**src/rtl/selfprog_pkg.sv**
```systemverilog
package selfprog_pkg;

  // Flash command codes presented on fl_op
  typedef enum logic [1:0] {
    OP_FILL  = 2'd0,
    OP_ERASE = 2'd1,
    OP_WRITE = 2'd2,
    OP_CLEAR = 2'd3
  } fl_op_e;

  // Register bit positions (decoded by software, so fixed)
  localparam int BIT_EN   = 0;
  localparam int CMD_LSB  = 1;
  localparam int CMD_MSB  = 4;
  localparam int REG_W    = 8;

  // Command field, register bits 4..1
  typedef struct packed {
    logic clr;   // bit 4
    logic cfg;   // bit 3
    logic wr;    // bit 2
    logic er;    // bit 1
  } cmd_t;

endpackage

```
**src/rtl/sp_window.sv**
```systemverilog
module sp_window
  import selfprog_pkg::*;
#(
  parameter int ST_WIN = 4,
  parameter int LD_WIN = 3
) (
  input  logic clk,
  input  logic rst,
  input  logic wr_en,
  input  logic req_en,
  input  cmd_t req_cmd,
  input  logic busy,
  input  logic st_stb,
  input  logic ld_stb,
  output logic armed,
  output cmd_t cmd,
  output logic st_claim,
  output logic ld_claim
);

  localparam int WIN_MAX = (ST_WIN > LD_WIN) ? ST_WIN : LD_WIN;
  localparam int CW      = $clog2(WIN_MAX + 1);

  logic          armed_q;
  cmd_t          cmd_q;
  logic [CW-1:0] win_q;
  logic          legal;
  logic          claim;

  always_comb begin
    legal    = ($countones(req_cmd) <= 1);
    st_claim = armed_q && st_stb && !cmd_q.cfg;
    ld_claim = armed_q && ld_stb &&  cmd_q.cfg;
    claim    = st_claim || ld_claim;
  end

  // Priority: claim, then register write, then window countdown
  always_ff @(posedge clk) begin
    if (rst) begin
      armed_q <= 1'b0;
      cmd_q   <= '0;
      win_q   <= '0;
    end else if (claim) begin
      armed_q <= 1'b0;
      cmd_q   <= '0;
      win_q   <= '0;
    end else if (wr_en && !busy) begin
      if (req_en && legal) begin
        armed_q <= 1'b1;
        cmd_q   <= req_cmd;
        win_q   <= req_cmd.cfg ? CW'(LD_WIN) : CW'(ST_WIN);
      end else begin
        armed_q <= 1'b0;
        cmd_q   <= '0;
        win_q   <= '0;
      end
    end else if (armed_q) begin
      if (win_q == CW'(1)) begin
        armed_q <= 1'b0;
        cmd_q   <= '0;
        win_q   <= '0;
      end else begin
        win_q   <= win_q - CW'(1);
      end
    end
  end

  assign armed = armed_q;
  assign cmd   = cmd_q;

  AST_WIN_RANGE: assert property (@(posedge clk) disable iff (rst)
    armed_q |-> (win_q != '0 && win_q <= CW'(WIN_MAX)));
  AST_ONE_CMD: assert property (@(posedge clk) disable iff (rst)
    $onehot0(cmd_q));
  AST_CLAIM_DISARMS: assert property (@(posedge clk) disable iff (rst)
    claim |=> !armed_q);
  AST_IDLE_DISARMED: assert property (@(posedge clk) disable iff (rst)
    !armed_q |-> (cmd_q == '0));

endmodule

```
**src/rtl/sp_prog_timer.sv**
```systemverilog
module sp_prog_timer #(
  parameter int PROG_CYCLES = 40
) (
  input  logic clk,
  input  logic rst,
  input  logic start,
  input  logic start_write,
  output logic busy,
  output logic run_write
);

  localparam int TW = $clog2(PROG_CYCLES + 1);

  logic [TW-1:0] tmr_q;
  logic          run_wr_q;

  // Reset does not stop a running operation; a new start needs rst low.
  always_ff @(posedge clk) begin
    if (start && !rst) begin
      tmr_q <= TW'(PROG_CYCLES);
    end else if (tmr_q != '0) begin
      tmr_q <= tmr_q - TW'(1);
    end else begin
      tmr_q <= '0;
    end
  end

  always_ff @(posedge clk) begin
    if (start && !rst) begin
      run_wr_q <= start_write;
    end else if (tmr_q != '0) begin
      run_wr_q <= run_wr_q;
    end else begin
      run_wr_q <= 1'b0;
    end
  end

  assign busy      = (tmr_q != '0);
  assign run_write = run_wr_q;

  AST_START_BUSY: assert property (@(posedge clk) disable iff (rst)
    start |=> busy);
  AST_BUSY_HOLD: assert property (@(posedge clk) disable iff (rst)
    (tmr_q > TW'(1)) |=> busy);
  AST_NO_RESTART: assert property (@(posedge clk) disable iff (rst)
    start |-> !busy);

endmodule

```
**src/rtl/sp_cfg_read.sv**
```systemverilog
module sp_cfg_read #(
  parameter int DW = 8
) (
  input  logic          clk,
  input  logic          rst,
  input  logic          claim,
  input  logic          sel_lock,
  input  logic [DW-1:0] fuse_bits,
  input  logic [DW-1:0] lock_bits,
  output logic          valid,
  output logic [DW-1:0] data
);

  logic          valid_q;
  logic [DW-1:0] data_q;

  always_ff @(posedge clk) begin
    if (rst) begin
      valid_q <= 1'b0;
      data_q  <= '0;
    end else begin
      valid_q <= claim;
      if (claim) data_q <= sel_lock ? lock_bits : fuse_bits;
    end
  end

  assign valid = valid_q;
  assign data  = data_q;

  AST_CFG_FROM_CLAIM: assert property (@(posedge clk) disable iff (rst)
    valid_q |-> $past(claim));
  AST_CFG_PULSE: assert property (@(posedge clk) disable iff (rst)
    valid_q |=> !valid_q);

endmodule

```
**src/rtl/selfprog_ctl.sv**
```systemverilog
module selfprog_ctl
  import selfprog_pkg::*;
#(
  parameter int ADDR_W      = 16,
  parameter int PAGE_BYTES  = 32,
  parameter int PROG_CYCLES = 40,
  parameter int ST_WIN      = 4,
  parameter int LD_WIN      = 3,
  localparam int PG_LSB     = $clog2(PAGE_BYTES),
  localparam int PAGE_W     = ADDR_W - PG_LSB,
  localparam int OFFS_W     = PG_LSB - 1
) (
  input  logic              clk,
  input  logic              rst,
  input  logic              reg_wr,
  input  logic [7:0]        reg_wdata,
  output logic [7:0]        reg_rdata,
  input  logic              st_stb,
  input  logic              ld_stb,
  input  logic [ADDR_W-1:0] zptr,
  input  logic [7:0]        fuse_bits,
  input  logic [7:0]        lock_bits,
  output logic              cfg_valid,
  output logic [7:0]        cfg_data,
  output logic              fl_start,
  output logic [1:0]        fl_op,
  output logic [PAGE_W-1:0] fl_page,
  output logic [OFFS_W-1:0] fl_offs,
  output logic              fl_busy
);

  logic   armed;
  cmd_t   cmd;
  logic   st_claim;
  logic   ld_claim;
  logic   busy;
  logic   run_write;
  logic   long_start;
  fl_op_e op_next;
  logic   wdata_unused;

  assign wdata_unused = ^reg_wdata[REG_W-1:CMD_MSB+1];

  sp_window #(.ST_WIN(ST_WIN), .LD_WIN(LD_WIN)) u_window (
    .clk      (clk),
    .rst      (rst),
    .wr_en    (reg_wr),
    .req_en   (reg_wdata[BIT_EN]),
    .req_cmd  (cmd_t'(reg_wdata[CMD_MSB:CMD_LSB])),
    .busy     (busy),
    .st_stb   (st_stb),
    .ld_stb   (ld_stb),
    .armed    (armed),
    .cmd      (cmd),
    .st_claim (st_claim),
    .ld_claim (ld_claim)
  );

  always_comb begin
    if (cmd.er)       op_next = OP_ERASE;
    else if (cmd.wr)  op_next = OP_WRITE;
    else if (cmd.clr) op_next = OP_CLEAR;
    else              op_next = OP_FILL;
    long_start = st_claim && (cmd.er || cmd.wr);
  end

  sp_prog_timer #(.PROG_CYCLES(PROG_CYCLES)) u_timer (
    .clk         (clk),
    .rst         (rst),
    .start       (long_start),
    .start_write (cmd.wr),
    .busy        (busy),
    .run_write   (run_write)
  );

  sp_cfg_read #(.DW(8)) u_cfg (
    .clk       (clk),
    .rst       (rst),
    .claim     (ld_claim),
    .sel_lock  (zptr[0]),
    .fuse_bits (fuse_bits),
    .lock_bits (lock_bits),
    .valid     (cfg_valid),
    .data      (cfg_data)
  );

  // Registered flash command port
  always_ff @(posedge clk) begin
    if (rst) begin
      fl_start <= 1'b0;
      fl_op    <= OP_FILL;
      fl_page  <= '0;
      fl_offs  <= '0;
    end else begin
      fl_start <= st_claim;
      if (st_claim) begin
        fl_op   <= op_next;
        fl_page <= zptr[ADDR_W-1:PG_LSB];
        fl_offs <= zptr[PG_LSB-1:1];
      end
    end
  end

  // Read view: the running command while busy, the armed one otherwise
  always_comb begin
    reg_rdata = '0;
    if (busy) begin
      reg_rdata[BIT_EN] = 1'b1;
      reg_rdata[CMD_MSB:CMD_LSB] = run_write ? 4'b0010 : 4'b0001;
    end else begin
      reg_rdata[BIT_EN] = armed;
      reg_rdata[CMD_MSB:CMD_LSB] = cmd;
    end
  end

  assign fl_busy = busy;

  AST_START_PULSE: assert property (@(posedge clk) disable iff (rst)
    fl_start |=> !fl_start);
  AST_ARM_IDLE: assert property (@(posedge clk) disable iff (rst)
    armed |-> !fl_busy);
  AST_CLAIM_EXCLUSIVE: assert property (@(posedge clk) disable iff (rst)
    !(st_claim && ld_claim));

endmodule

```
**config.mk**
```make
export PLATFORM = sky130hd
export DESIGN_NAME = selfprog_ctl
export DESIGN_NICKNAME = d
export VERILOG_FILES = /design/src/rtl/selfprog_pkg.sv /design/src/rtl/sp_window.sv /design/src/rtl/sp_prog_timer.sv /design/src/rtl/sp_cfg_read.sv /design/src/rtl/selfprog_ctl.sv
export SDC_FILE = /design/constraint.sdc
export NUM_CORES = 1
export LEC_CHECK = 0
export BUFFER_PORTS_ARGS = -buffer_cell sky130_fd_sc_hd__buf_2
export CORE_ASPECT_RATIO = 0.7
export CORE_MARGIN = 3
export CORE_UTILIZATION = 46
export CTS_CLUSTER_SIZE = 12
export DETAILED_ROUTE_END_ITERATION = 8
export GPL_ROUTABILITY_DRIVEN = 0
export MAX_ROUTING_LAYER = met4
export PLACE_DENSITY = 0.87
export SLEW_MARGIN = 10
export SYNTH_ARGS = -nofsm -noshare
export SYNTH_HDL_FRONTEND = slang
export SYNTH_SLANG_ARGS = --single-unit
```
**constraint.sdc**
```tcl
create_clock -name clk -period 2.37 [get_ports clk]
set_input_delay 0.3555 -clock clk [delete_from_list [all_inputs] [get_ports clk]]
set_output_delay 0.3555 -clock clk [all_outputs]
set_load 0.02 [all_outputs]
```
==> impl_metrics.csv, run 1 <==
group,metric,value,unit
cts,clock_latency,300,ps
synthesis,syn_area,1820,um^2
die,ios,81,
sta,setup_viol,0,
die,rows,18,
placement,placed_area,2200,um^2
cells_and_area,fillers,331,
synthesis,ys_ff_latch,42,
global_route,grt_util_met2,28.7,%
synthesis,ys.flop_type,"dfxtp_1",
setup_path,critPathKind,"flop to output pin",
cells_and_area,drive_above_1_share,29.2,%
cts,cts_made_buffers,5,
setup_path,critical_path.endpoint_type,"output pin",
cts,clkTransAtPathRegs,80,ps
sta,worst_pin_slew,700,ps
detailed_routing,firstDrtPassIters,5,
global_route,grt_max_degree,22,
power_and_ir_drop,fin_total_pwr,1.79,mW
sta,fmax,466,MHz
detailed_routing,drc,0,
min_path,min_path_type,"input port to flop",
cts,htreeDepth,2,
global_route,track_usage,17.4,%
synthesis,synth_edf_count,1,
power_and_ir_drop,p_leak,1.06,nW
synthesis,synth_top_cell_area_share,45.0,%
detailed_routing,vias,1669,
cts,cts_setup_buffers,0,
synthesis,yosysUniqueCellTypes,34,
cts,cts_sinks,42,
synthesis,netlist_top_cells_area,"dfxtp_1 (45%), nand2_1 (10%), a21oi_1 (7.1%)",
setup_path,r2r-end,"fl_op[1]$_SDFFE_PP0P_",
synthesis,synthArstFlopShare,0,%
cts,clock_path_buffers,2,
setup_path,cp_data_arrival_time,1790,ps
detailed_routing,wl,4010,um
sta,min_period,2150,ps
sta,finClkSkew,6.42,ps
setup_path,worstRegToRegCells,4,
sta,grt_setup_unrepaired,"no",
cells_and_area,final_area,2310,um^2
detailed_routing,drt-initial-drc-count,49,
cts,clockRootBuffer,"clkbuf_8",
placement,place_hpwl,3090,um
outcome,outcome,"completed",
synthesis,avgSynthCellArea,8.33,um^2
setup_path,r2r_slack,750,ps
synthesis,synth_top_cells_by_count,"nand2_1 (49), dfxtp_1 (41), a21oi_1 (26)",
synthesis,post-synth-top-count-cell,"nand2_1",
detailed_routing,wl_per_cell,11.8,um
placement,port_buffers,74,
global_route,use_met3,5.05,%
synthesis,synthCells,219,
cts,cts_tree,"yes",
die,coreArea,3670,um^2
min_path,whs_endpoint,"fl_offs[3]$_SDFFE_PP0P_",
die,dieArea,4770,um^2
sta,post-route-period-util,90.6,%
cells_and_area,area_growth,26.5,%
sta,finalHoldViolCount,0,
synthesis,seq_area_frac_synth,46.6,%
sta,tns,0,ps
cells_and_area,antenna_cells,0,
die,die_width,81.3,um
synthesis,synth_largest_area_cell,"dfxtp_1",
power_and_ir_drop,powerDensity,774,nW/um^2
die,start_util,49.7,%
run,cap_violations,0,
synthesis,yosysWarningCount,0,
setup_path,rr_startpoint,"u_window.armed$_SDFF_PP0_",
setup_path,cp_data_required_time,2010,ps
global_route,grt_busiest_layer,"met2",
sta,relSlewSlack,53.1,%
detailed_routing,routed_via_density,4.89,
global_route,use_met1,19.5,%
global_route,grt_pass1_vias,1460,
die,die_y,58.7,um
global_route,grt_pass1_wl,6230,um
power_and_ir_drop,irDropWorstVdd,337,uV
global_route,grt_overflow,0,
min_path,holdPathStages,3,
setup_path,worstSetupStartpointType,"flop",
cells_and_area,fin_nets,342,
sta,drv_slew,0,
min_path,min_from,"zptr[4]",
setup_path,worstPathMaxFanout,9,
detailed_routing,ant_nets,0,
global_route,antenna_found_initial,0,
-- worst max-delay path by stage --
stage | start | endpoint | slack [ps] | cells after the start
final | u_timer.tmr_q[0]$_SDFF_PP0_ | reg_rdata[2] | 220 | 6
after global routing | u_timer.tmr_q[0]$_SDFF_PP0_ | reg_rdata[2] | 20 | 6
after CTS | u_timer.tmr_q[0]$_SDFF_PP0_ | reg_rdata[2] | 90 | 6
after detailed placement | reg_wdata[3] | u_window.win_q[1]$_SDFFE_PP0P_ | 320 | 8
after global placement | reg_wdata[3] | u_window.cmd[2]$_SDFFE_PP0P_ | 380 | 8
after floorplan | u_timer.tmr_q[0]$_SDFF_PP0_ | reg_rdata[2] | 370 | 5
-- per-stage QoR --
step	worst slack (ps)	hold WS, ps	util (%)	cells
2_1_floorplan	366	413	-	221
5_1_grt	19.9	297	62.9	341
6_report	223	289	62.9	341
3_3_place_gp	376	427	59.8	333
4_1_cts	87.3	282	62.8	341
3_5_place_dp	323	439	59.8	333
-- layout by cell type (no fill, tap or decap) --
master and instances:
or3_1 1, dfxtp_1 41, nor3b_4 1, o21bai_1 1, a31oi_1 1, ha_1 6
clkbuf_8 5, bufinv_16 1, conb_1 3, nand3b_1 2, xnor2_1 2, nor2_1 14
o21ai_0 12, and4bb_2 1, nor3_1 4, buf_2 74, and3_1 2, a211oi_1 2
clkbuf_1 1, edfxtp_1 1, a21oi_1 26, mux2i_1 10, and2_1 2, and2_4 1
nand4b_1 1, nor3b_1 1, nand3_1 9, o21ai_1 1, clkinvlp_4 1, nand2_1 48
nor2b_1 1, nand2_2 1, fa_1 1, xor2_1 1, inv_1 12
-- worst max-delay path, cell delays in order (launching register included) --
cell	delay, ps
dfxtp_1	330
inv_1	60
ha_1	210
nor3b_4	320
nand2_2	180
o21ai_0	200
buf_2	190
-- registers in the layout, indices dropped and copies added (netlist names) --
| register | flops |
|---|---|
| u_window.cmd | 4 |
| u_timer.tmr_q | 6 |
| u_cfg.data | 8 |
| fl_offs | 4 |
| u_timer.run_write | 1 |
| fl_page | 11 |
| u_cfg.valid | 1 |
| fl_op | 2 |
| u_window.armed | 1 |
| fl_start | 1 |
| u_window.win_q | 3 |
-- timing repair --
item	CTS	global route
setup endpoints to repair	0	2
hold buffers	0	0
gates resized for setup	0	1
-- report_power, final --
part | internal [mW] | total [mW] | switching, mW
Sequential | 0.783 | 0.851 | 0.0674
Combinational | 0.167 | 0.378 | 0.211
Clock | 0.314 | 0.558 | 0.244
Total | 1.26 | 1.79 | 0.522
-- area by class of cell --
| class | instances | area [um^2] | share of cell area (%) |
|---|---|---|---|
| Tap cell | 50 | 62.6 | 2.71 |
| Clock inverter | 2 | 37.5 | 1.63 |
| Multi-Input combinational cell | 155 | 870 | 37.7 |
| Timing Repair Buffer | 74 | 370 | 16.0 |
| Sequential cell | 42 | 851 | 36.9 |
| Inverter | 12 | 45.0 | 1.95 |
| Clock buffer | 6 | 72.6 | 3.14 |
-- logic make-up after synthesis --
logic type | Yosys count | synth area share (%)
and+or+nand+nor | 89 | 22.5
xor gates and xnor gates | 3 | 1.44
AOI/OAI and AO/OA | 43 | 12.3
adders and majority gates | 7 | 5.21
muxes | 10 | 5.49
other | 1 | 0.206
DFF | 42 | 46.6
buffers and inverters | 24 | 6.24
-- routing by layer --
| layer | up-vias | part of all wire (%) |
|---|---|---|
| met4 | 0 | 2.0 |
| met2 | 61 | 45 |
| met3 | 11 | 9.1 |
| met5 | - | 0 |
| li1 | 860 | - |
| met1 | 737 | 43 |
Power figures use the tool's default switching activity.
==> run 2, diff against run 1 <==
- CORE_UTILIZATION: 46 -> 48
- CTS_BUF_LIST: not set -> sky130_fd_sc_hd__clkbuf_8
- PLACE_DENSITY: 0.87 -> 0.9
==> impl_metrics.csv, run 2 (synthesis gave the netlist of run 1 again) <==
group,metric,value,unit
cts,cts_tree,"yes",
cells_and_area,area_growth,26.5,%
global_route,antenna_found_initial,0,
die,rows,18,
detailed_routing,wl_per_cell,12.3,um
cells_and_area,antenna_cells,0,
die,die_y,57.6,um
detailed_routing,firstDrtPassIters,5,
min_path,min_path_type,"input port to flop",
setup_path,worstSetupStartpointType,"flop",
cells_and_area,final_cell_mix,"buf_2 (74), nand2_1 (49), dfxtp_1 (41)",
cts,cts_resized,0,
sta,worst_pin_slew,697,ps
cells_and_area,largest_reg_flops,11,
cells_and_area,final_area,2310,um^2
global_route,grt_overflow,0,
die,dieArea,4590,um^2
sta,drv_slew,0,
sta,relSlewSlack,53.3,%
cells_and_area,final_common_cell,"buf_2",
cts,cts.hold.buffers_added,0,
cells_and_area,stdcell_count,340,
global_route,grt_pass1_vias,1536,
power_and_ir_drop,p_leak,1.06,nW
cts,clock_path_buffers,2,
setup_path,worstPathMaxFanout,9,
sta,grt_setup_unrepaired,"no",
setup_path,critical_path.endpoint_type,"output pin",
placement,port_buffers,74,
die,start_util,50.9,%
sta,setup_viol,0,
detailed_routing,ant_nets,0,
cts,cts_sinks,42,
sta,post-route-period-util,94.2,%
global_route,track_usage,18.8,%
sta,finClkSkew,1.64,ps
power_and_ir_drop,irDropWorstVdd,401,uV
die,coreArea,3580,um^2
detailed_routing,routed_via_density,4.92,
global_route,grt_pass1_wl,6580,um
cts,cts_made_buffers,5,
cts,cts_setup_buffers,0,
power_and_ir_drop,fin_total_pwr,1.79,mW
setup_path,cp_data_arrival_time,1880,ps
cts,htreeDepth,2,
detailed_routing,wl,4170,um
sta,tns,0,ps
outcome,outcome,"completed",
setup_path,cp_data_required_time,2010,ps
cells_and_area,top_register,"fl_page",
setup_path,critPathKind,"flop to output pin",
placement,place_hpwl,3160,um
cts,clock_latency,290,ps
cells_and_area,fin_nets,342,
placement,dpl.cell_count,333,
sta,fmax,448,MHz
detailed_routing,vias,1672,
die,die_width,79.7,um
global_route,grt_max_degree,22,
cts,clkTransAtPathRegs,70,ps
placement,placed_area,2200,um^2
sta,min_period,2230,ps
die,ios,81,
run,cap_violations,0,
cells_and_area,drive_above_1_share,29.0,%
detailed_routing,drc,0,
sta,finalHoldViolCount,0,
cts,clockRootBuffer,"clkbuf_8",
detailed_routing,drt-initial-drc-count,53,
power_and_ir_drop,powerDensity,775,nW/um^2
[run 2: cell types whose count changed in the layout (fill, tap and decap cells not counted), sizes merged]
| cell | previous run | this run |
|---|---|---|
| clkinvlp | 1 | 0 |
[run 2: cell type report]
type	instances	area, um^2
clock inverters	1	30.0
inverters	12	45.0
clock buffers	6	82.6
multi-input cells	155	867
well taps	50	62.6
flip-flops and latches	42	851
fillers	312	1270
repair buffers	74	370
[run 2: metal layers]
metal	share of wire (%)	vias to the layer above	track usage [%]
met2	46	69	32.0
met1	43	739	21.7
met5	0	-	-
met4	0.70	0	5.88
met3	9.6	5	5.21
li1	-	859	-
[run 2: report_power, final]
part | switching (mW) | internal, mW
sequential | 0.0653 | 0.784
combinational | 0.217 | 0.166
clock | 0.221 | 0.337
[run 2: worst max-delay path: stages, from the launching register on]
cell and delay (ps):
dfxtp_1 330, inv_1 60, ha_1 200, nor3b_4 320
nand2_1 270, a21oi_1 220, buf_2 190
[run 2: through the flow]
stage	setup slack [ps]	hold WS (ps)	util (%)
after floorplan	366	413	-
after global placement	377	426	61.3
after detailed placement	361	438	61.3
after CTS	115	291	64.5
after global routing	13.3	295	64.5
final	137	299	64.5
[run 2: path summary, 6_finish.rpt]
check,from,end,slack [ps],cells after the start
worst max-delay path,u_timer.tmr_q[0]$_SDFF_PP0_,reg_rdata[1],140,6
worst min register to register,u_cfg.data[7]$_SDFFE_PP0P_,u_cfg.data[7]$_SDFFE_PP0P_,450,2
worst min-delay path,zptr[5],fl_page[0]$_SDFFE_PP0P_,300,3
worst max register to register,u_timer.tmr_q[0]$_SDFF_PP0_,u_timer.run_write$_SDFFCE_PN0P_,650,5
